File: src/rtl/rc_pkg.sv
package rc_pkg;

  typedef enum logic [1:0] {
    OP_LOAD  = 2'd0,
    OP_STORE = 2'd1,
    OP_ACQ   = 2'd2,
    OP_REL   = 2'd3
  } op_cls_t;

  function automatic logic cls_is_sync(input op_cls_t c);
    return c == OP_ACQ || c == OP_REL;
  endfunction

endpackage

File: src/rtl/rc_scoreboard.sv
module rc_scoreboard
  import rc_pkg::*;
#(
  parameter int DEPTH = 8,
  parameter int IDW   = 4,
  parameter int AW    = 16,
  localparam int CNTW = $clog2(DEPTH + 1),
  localparam int IDXW = (DEPTH > 1) ? $clog2(DEPTH) : 1
) (
  input  logic            clk,
  input  logic            rst,
  input  logic            ins_en,
  input  op_cls_t         ins_cls,
  input  logic [IDW-1:0]  ins_id,
  input  logic [AW-1:0]   ins_addr,
  input  logic            cpl_en,
  input  logic [IDW-1:0]  cpl_id,
  input  logic [AW-1:0]   probe_addr,
  output logic            full,
  output logic            live_acq,
  output logic            live_sync,
  output logic            live_ord,
  output logic            store_hit,
  output logic [CNTW-1:0] count
);

  logic [DEPTH-1:0] ent_vld;
  op_cls_t          ent_cls  [DEPTH];
  logic [IDW-1:0]   ent_id   [DEPTH];
  logic [AW-1:0]    ent_addr [DEPTH];

  logic [DEPTH-1:0] hit_cpl, is_acq, is_sync, is_ord, is_st_hit;
  logic [IDXW-1:0]  free_idx;

  always_comb begin
    free_idx = '0;
    for (int i = DEPTH - 1; i >= 0; i--) begin
      if (!ent_vld[i]) free_idx = IDXW'(i);
    end
  end

  genvar g;
  generate
    for (g = 0; g < DEPTH; g++) begin : g_ent
      assign hit_cpl[g]   = ent_vld[g] && cpl_en && (ent_id[g] == cpl_id);
      assign is_acq[g]    = ent_vld[g] && (ent_cls[g] == OP_ACQ);
      assign is_sync[g]   = ent_vld[g] && cls_is_sync(ent_cls[g]);
      assign is_ord[g]    = ent_vld[g] && !cls_is_sync(ent_cls[g]);
      assign is_st_hit[g] = ent_vld[g] && (ent_cls[g] == OP_STORE) &&
                            (ent_addr[g] == probe_addr);

      always_ff @(posedge clk) begin
        if (rst) begin
          ent_vld[g]  <= 1'b0;
          ent_cls[g]  <= OP_LOAD;
          ent_id[g]   <= '0;
          ent_addr[g] <= '0;
        end else if (ins_en && !full && free_idx == IDXW'(g)) begin
          ent_vld[g]  <= 1'b1;
          ent_cls[g]  <= ins_cls;
          ent_id[g]   <= ins_id;
          ent_addr[g] <= ins_addr;
        end else if (hit_cpl[g]) begin
          ent_vld[g]  <= 1'b0;
        end
      end
    end
  endgenerate

  assign full      = &ent_vld;
  assign live_acq  = |is_acq;
  assign live_sync = |is_sync;
  assign live_ord  = |is_ord;
  assign store_hit = |is_st_hit;

  always_ff @(posedge clk) begin
    if (rst) begin
      count <= '0;
    end else begin
      count <= count + CNTW'(ins_en && !full) - CNTW'(|hit_cpl);
    end
  end

endmodule

File: src/rtl/rc_issue_rule.sv
module rc_issue_rule
  import rc_pkg::*;
(
  input  op_cls_t req_cls,
  input  logic    full,
  input  logic    live_acq,
  input  logic    live_sync,
  input  logic    live_ord,
  input  logic    store_hit,
  output logic    may_issue
);

  logic hold;

  always_comb begin
    hold = full || live_acq;
    unique case (req_cls)
      OP_LOAD:  hold = hold || store_hit;
      OP_STORE: hold = hold;
      OP_ACQ:   hold = hold || live_sync;
      OP_REL:   hold = hold || live_sync || live_ord;
    endcase
    may_issue = !hold;
  end

endmodule

File: src/rtl/rc_order_gate.sv
module rc_order_gate
  import rc_pkg::*;
#(
  parameter int DEPTH = 8,
  parameter int IDW   = 4,
  parameter int AW    = 16,
  localparam int CNTW = $clog2(DEPTH + 1)
) (
  input  logic            clk,
  input  logic            rst,
  input  logic            req_valid,
  output logic            req_ready,
  input  logic [1:0]      req_cls,
  input  logic [IDW-1:0]  req_id,
  input  logic [AW-1:0]   req_addr,
  output logic            iss_valid,
  output logic [1:0]      iss_cls,
  output logic [IDW-1:0]  iss_id,
  output logic [AW-1:0]   iss_addr,
  input  logic            cpl_valid,
  input  logic [IDW-1:0]  cpl_id,
  output logic [CNTW-1:0] outstanding
);

  op_cls_t cls_in;
  logic    sb_full, sb_acq, sb_sync, sb_ord, sb_st_hit, fire;

  assign cls_in = op_cls_t'(req_cls);
  assign fire   = req_valid && req_ready;

  rc_scoreboard #(.DEPTH(DEPTH), .IDW(IDW), .AW(AW)) u_sb (
    .clk        (clk),
    .rst        (rst),
    .ins_en     (fire),
    .ins_cls    (cls_in),
    .ins_id     (req_id),
    .ins_addr   (req_addr),
    .cpl_en     (cpl_valid),
    .cpl_id     (cpl_id),
    .probe_addr (req_addr),
    .full       (sb_full),
    .live_acq   (sb_acq),
    .live_sync  (sb_sync),
    .live_ord   (sb_ord),
    .store_hit  (sb_st_hit),
    .count      (outstanding)
  );

  rc_issue_rule u_rule (
    .req_cls   (cls_in),
    .full      (sb_full),
    .live_acq  (sb_acq),
    .live_sync (sb_sync),
    .live_ord  (sb_ord),
    .store_hit (sb_st_hit),
    .may_issue (req_ready)
  );

  always_ff @(posedge clk) begin
    if (rst) begin
      iss_valid <= 1'b0;
      iss_cls   <= '0;
      iss_id    <= '0;
      iss_addr  <= '0;
    end else begin
      iss_valid <= fire;
      if (fire) begin
        iss_cls  <= req_cls;
        iss_id   <= req_id;
        iss_addr <= req_addr;
      end
    end
  end

endmodule

File: config.mk
export PLATFORM = sky130hd
export DESIGN_NAME = rc_order_gate
export DESIGN_NICKNAME = d
export VERILOG_FILES = /design/src/rtl/rc_pkg.sv /design/src/rtl/rc_scoreboard.sv /design/src/rtl/rc_issue_rule.sv /design/src/rtl/rc_order_gate.sv
export SDC_FILE = /design/constraint.sdc
export NUM_CORES = 1
export LEC_CHECK = 0
export BUFFER_PORTS_ARGS = -buffer_cell sky130_fd_sc_hd__buf_4
export CORE_ASPECT_RATIO = 1.25
export CORE_MARGIN = 3
export CORE_UTILIZATION = 65
export CTS_CLUSTER_SIZE = 24
export DETAILED_ROUTE_END_ITERATION = 12
export PLACE_DENSITY = 0.84
export SLEW_MARGIN = 20
export SYNTH_ARGS = -nofsm -noshare
export SYNTH_HDL_FRONTEND = slang
export SYNTH_SLANG_ARGS = --single-unit
export TNS_END_PERCENT = 1
File: constraint.sdc
create_clock -name clk -period 10.6 [get_ports clk]
set_input_delay 0 -clock clk [delete_from_list [all_inputs] [get_ports clk]]
set_output_delay 0 -clock clk [all_outputs]
set_load 0.1 [all_outputs]
# Word level (Yosys, flattened, before mapping)

Memories as Yosys holds them, arrays and structs flattened.
Cells that the tools add are included.

Flip-flop bits (word level): 35
Memory bits (writable): 176
Bits of input ports: 30
Output and inout port bits: 28
Word-level logic and storage cells: 271
Memories: 3

Memory list:

| name          | depth | width | read ports | clocked after memory_dff | write ports | line                | source |
|---|---|---|---|---|---|---|---|
| u_sb.ent_addr | 8     | 16    | 8          | 0                        | 8           | rc_scoreboard.sv:30 | `logic [AW-1:0] ent_addr [DEPTH];` |
| u_sb.ent_id   | 8     | 4     | 8          | 0                        | 8           | rc_scoreboard.sv:29 | `logic [IDW-1:0] ent_id [DEPTH];` |
| u_sb.ent_cls  | 8     | 2     | 8          | 0                        | 8           | rc_scoreboard.sv:28 | `op_cls_t ent_cls [DEPTH];` |

$add $sub $neg: 2
Equal/unequal tests: 50
Mux-type cells: 75
Bitwise logic cells: 24
Reductions and logical operators: 104

Operator list:

| operator           | number |
|---|---|
| $eq 16x16->1       | 8 |
| $mux 16            | 8 |
| $logic_and 1x1->1  | 66 |
| $mux 1             | 42 |
| $reduce_or 8->1    | 5 |
| $eq 2x2->1 const B | 18 |
| $eq 4x4->1         | 8 |
| $mux 4             | 8 |
| $mux 3             | 8 |
| $or 1x1->1         | 24 |
| $eq 2x1->1 const B | 9 |
| $mux 2             | 8 |
| $reduce_bool 2->1  | 8 |
| $eq 3x3->1 const B | 4 |
| $logic_or 1x1->1   | 12 |
| $logic_not 1->1    | 10 |
| $reduce_and 8->1   | 1 |
| $eq 3x2->1 const B | 2 |
| $add 4x1->4        | 1 |
| $pmux 1 s4         | 1 |
| $sub 4x1->4        | 1 |
| $eq 3x1->1 const B | 1 |
| $logic_not 3->1    | 1 |
| $logic_not 2->1    | 1 |

# Longest topological paths before layout

Word-level depth: 15
Gate-level depth with buffers: 15
Gate-level depth less buffers: 13

# Hierarchy

Synthesis repeated with hierarchy kept, for this count alone.

Cells, all modules: 849
Area total of the unflattened synthesis: 10605.2 µm²

Modules (own cells, without submodules):

| module        | times used | cells an instance | area an instance (µm²) |
|---|---|---|---|
| rc_scoreboard | 1          | 743               | 9500.4 |
| rc_order_gate | 1          | 103               | 1079.8 |
| rc_issue_rule | 1          | 3                 | 25.0 |

# Worst setup path after synthesis

Ideal clock, no wire load.

Path type: register -> register
Start point: register u_sb.ent_vld[1]
End point: memory u_sb.ent_addr[3][0], in the netlist u_sb.ent_addr[0][48], enable pin
Library setup time: 432 ps
Arrival time: 3364 ps
Path slack: 6804 ps
Cell stages (with the launch flop): 10
Path buffers: 2
Cell sequence: dfxtp_1 > clkbuf_1 > nor2b_1 > nor4_1 > a21oi_1 > o31ai_1 > and3_1 > clkbuf_1 > nand2b_1 > o21ai_0

RTL lines:

| item                              | line                | source |
|---|---|---|
| from (decl)                       | rc_scoreboard.sv:27 | `logic [DEPTH-1:0] ent_vld;` |
| from (signal, indexed assignment) | rc_scoreboard.sv:54 | `ent_vld[g] <= 1'b0;` |
| from (signal, indexed assignment) | rc_scoreboard.sv:59 | `ent_vld[g] <= 1'b1;` |
| from (signal, indexed assignment) | rc_scoreboard.sv:64 | `ent_vld[g] <= 1'b0;` |
| to (decl)                         | rc_scoreboard.sv:30 |  |

==> metrics.yaml <==
logic_synthesis:
  synth_area_leaders: "edfxtp_1 (49%), xnor2_1 (9.1%), and2_1 (7.0%)"
  synth_ff_type: "edfxtp_1"
  ys_seq_area_share_pct: 55.88
  syn_area_per_cell_um2: 11.31
  synth_top_cell_area_share_pct: 49.34
  synth-warning-count: 0
  synth_seq_cells: 211
  synth_edf_count: 176
  ys_types: 48
  postSynthCellCount: 947
  syn_nets: 982
  yosys.area.top_type: "edfxtp_1"
  async_flop_share_pct: 0
  syn-cell-area_mm2: 0.01071
final_layout:
  final_net_count: 1023
  final_core_util_pct: 75.94
  final_cells: 1214
  drive_above_1_share_pct: 10.78
  areaGrowthSynthToFinish_pct: 12.65
  post-route-cell-area_mm2: 0.01207
  num_antenna_cells: 0
global_route:
  grt_pass1_vias: 7469
  grt_pass1_wl_um: 41120
  grt.overflow.total: 0
  antenna_found_initial: 0
  grtUsageTotal_pct: 29.96
  grt_max_degree: 51
die:
  ioPinCount: 58
  rows: 51
  die_w_um: 120.8
  initial_utilization_pct: 67.41
  dieArea_mm2: 0.01807
  coreArea_mm2: 0.01589
  fp.dieH_um: 149.5
clock_network:
  clk_pin_slew_ps: 60
  root_buffer: "clkbuf_16"
  postCtsSetupRepairBufs: 0
  cts_max_path_buffers: 3
  tritoncts: "done"
  cts-resized-gates: 0
  htree_levels: 1
  cts_made_buffers: 21
  clock_latency_ps: 500
  clock-sinks: 211
setup_path:
  crit_required_ps: 10720
  r2r_slack_ps: 6240
  cp-end-kind: "register"
  r2r-end: "u_sb.ent_addr[1][27]"
  worstSetupEndpoint: "u_sb.ent_addr[1][27]"
  reg2reg_depth: 8
  crit_type: "reg2reg"
  crit_start: "u_sb.ent_vld[0]"
  reg2reg_from: "u_sb.ent_vld[0]"
  crit_fanout: 33
  critPathLaunchType: "register"
  crit_arrival_ps: 4480
run:
  drv_cap: 0
timing:
  slew_headroom_pct: 28.88
  hold_viol_final: 0
  skew_ps: 8.641
  fin_hold_ws_ps: 79.40
  slew_viol_final: 0
  tns_ps: 0
  rsz0062_at_grt: "false"
  fin_crit_ps: 4362
  period_share_pct: 41.15
  setup_viol: 0
  worstMarginPinSlew_ps: 1067
  max_freq_mhz: 229.3
routing:
  drt_iter0_markers: 856
  num_vias: 7475
  drt_wl_total_um: 26900
  drcViolationCount: 0
  dr.pass1.iters: 6
  viasPerCell: 6.157
  drtAntennaViolNets: 0
  detail_route.wl_per_cell_um: 22.15
hold_path:
  min_path_type: "in2reg"
placement:
  placed_area_mm2: 0.01114
  numPlacedInstances: 1149
  numPortBuffers: 57
  dp_hpwl_um: 16560
  gp_congestion: 1.014
power_and_ir_drop:
  p_leak_nw: 4.276
  vdd_drop_max_mv: 0.1805
  p_per_area_mw_per_mm2: 169.1
status:
  outcome: "finished, final reports clean"
-- where the power goes --
group	total [mW]	internal, mW	switching (mW)
Clock	0.689	0.390	0.299
Combinational	0.367	0.108	0.258
Sequential	0.984	0.956	0.0282
-- metal layers --
layer	share of wire [%]	vias to the layer above	GRT usage (%)
met3	8.0	62	3.781
met4	3.2	0	10.71
li1	-	3422	-
met1	39	3634	39.47
met5	0	-	0
met2	50	357	51.32
-- cells in the final DEF (no fill, tap or decap), drive strengths merged, types with 2 or more instances in the layout --
master	count
and2	120
nor3	36
a21oi	26
nor3b	20
nand2	52
dlygate4sd3	28
nor2b	11
nor2	20
o211ai	2
clkinv	7
xnor2	111
o21ai	32
o22ai	7
a41oi	2
inv	18
dfxtp	35
buf	66
ha	4
nand3	12
a222oi	2
nand4	34
nand3b	27
a31o	5
nor4	12
a21boi	2
a22oi	5
nor4b	15
edfxtp	176
nand2b	4
a32oi	4
xor2	43
and3	22
clkbuf	32
-- worst min path at each step --
| stage | start | to | slack (ps) | cells after the start |
|---|---|---|---|---|
| 3_5_place_dp | req_cls[0] | iss_cls[0] | 290 | 3 |
| 5_1_grt | cpl_id[0] | u_sb.ent_vld[3] | 110 | 4 |
| 3_3_place_gp | req_cls[0] | iss_cls[0] | 280 | 3 |
| 6_report | cpl_id[0] | u_sb.ent_vld[1] | 80 | 4 |
| 2_1_floorplan | req_cls[0] | iss_cls[0] | 140 | 2 |
| 4_1_cts | cpl_id[0] | u_sb.ent_vld[1] | 70 | 4 |
-- cell type report --
| type | count | area, um^2 |
|---|---|---|
| Clock buffer | 32 | 601.8 |
| Clock inverter | 5 | 20.02 |
| Fill cell | 1041 | 3822 |
| Inverter | 20 | 75.07 |
| Multi-Input combinational cell | 640 | 4343 |
| Sequential cell | 211 | 5986 |
| Tap cell | 212 | 265.3 |
| Timing Repair Buffer | 94 | 775.7 |
-- worst max-delay path, cell delays in order, from the launching register on --
cell and delay (ps):
dfxtp_1 300, buf_4 230, nor2b_1 210, nor4_1 180
a21oi_1 100, o31ai_1 470, and3_1 780, nand2b_1 650
o21ai_2 1040
-- synth_stat cells (2+ instances only) --
cell type  instances
clkinv_1           2
buf_1              4
buf_6              3
and2_1           120
a32oi_1            4
nand2b_1           4
buf_2             35
ha_1               4
buf_4              3
nand2_1           52
nor3b_1           20
o211ai_1           2
a222oi_1           2
nand3_1           12
and3_1            22
nor2_1            20
a21oi_1           26
dfxtp_1           35
xnor2_1          111
clkbuf_1          31
nand4_1           34
nand3b_1          27
inv_1             17
nor4b_1           14
a31o_2             5
xor2_1            43
nor3_1            36
edfxtp_1         176
a22oi_1            5
o22ai_1            7
nor2b_1           11
nor4_1            12
a21boi_0           2
o21ai_0           32
-- what timing repair did --
| item | 4_1_cts | 5_1_grt |
|---|---|---|
| setup endpoints to repair | 0 | 0 |
| hold buffers | 28 | 0 |
| endpoints found under the hold margin | 63 | 0 |
-- cells by family after synthesis --
family	count (synthesis)	synth area share (%)
adders and majority gates	5	0.6542
buffers and inverters	96	4.088
AOI/OAI and AO/OA	93	5.373
DFF	211	55.88
and+or+nand+nor	388	21.41
xor gates and xnor gates	154	12.59
-- registers in the layout, summed over array words and instances, names as in the netlist --
name,count
iss_addr,16
iss_cls,2
u_sb.ent_cls,16
u_sb.ent_addr,128
u_sb.ent_id,32
iss_valid,1
iss_id,4
u_sb.count,4
u_sb.ent_vld,8
-- per-stage QoR --
stage                     worst slack [ps]  power (mW)
after floorplan                       6804       1.267
after global placement                6457       1.344
after detailed placement              6423       1.352
after CTS                             6397       2.040
after global routing                  5904       2.105
final                                 6238       2.041
No activity file was read; power rests on OpenSTA's default activity.
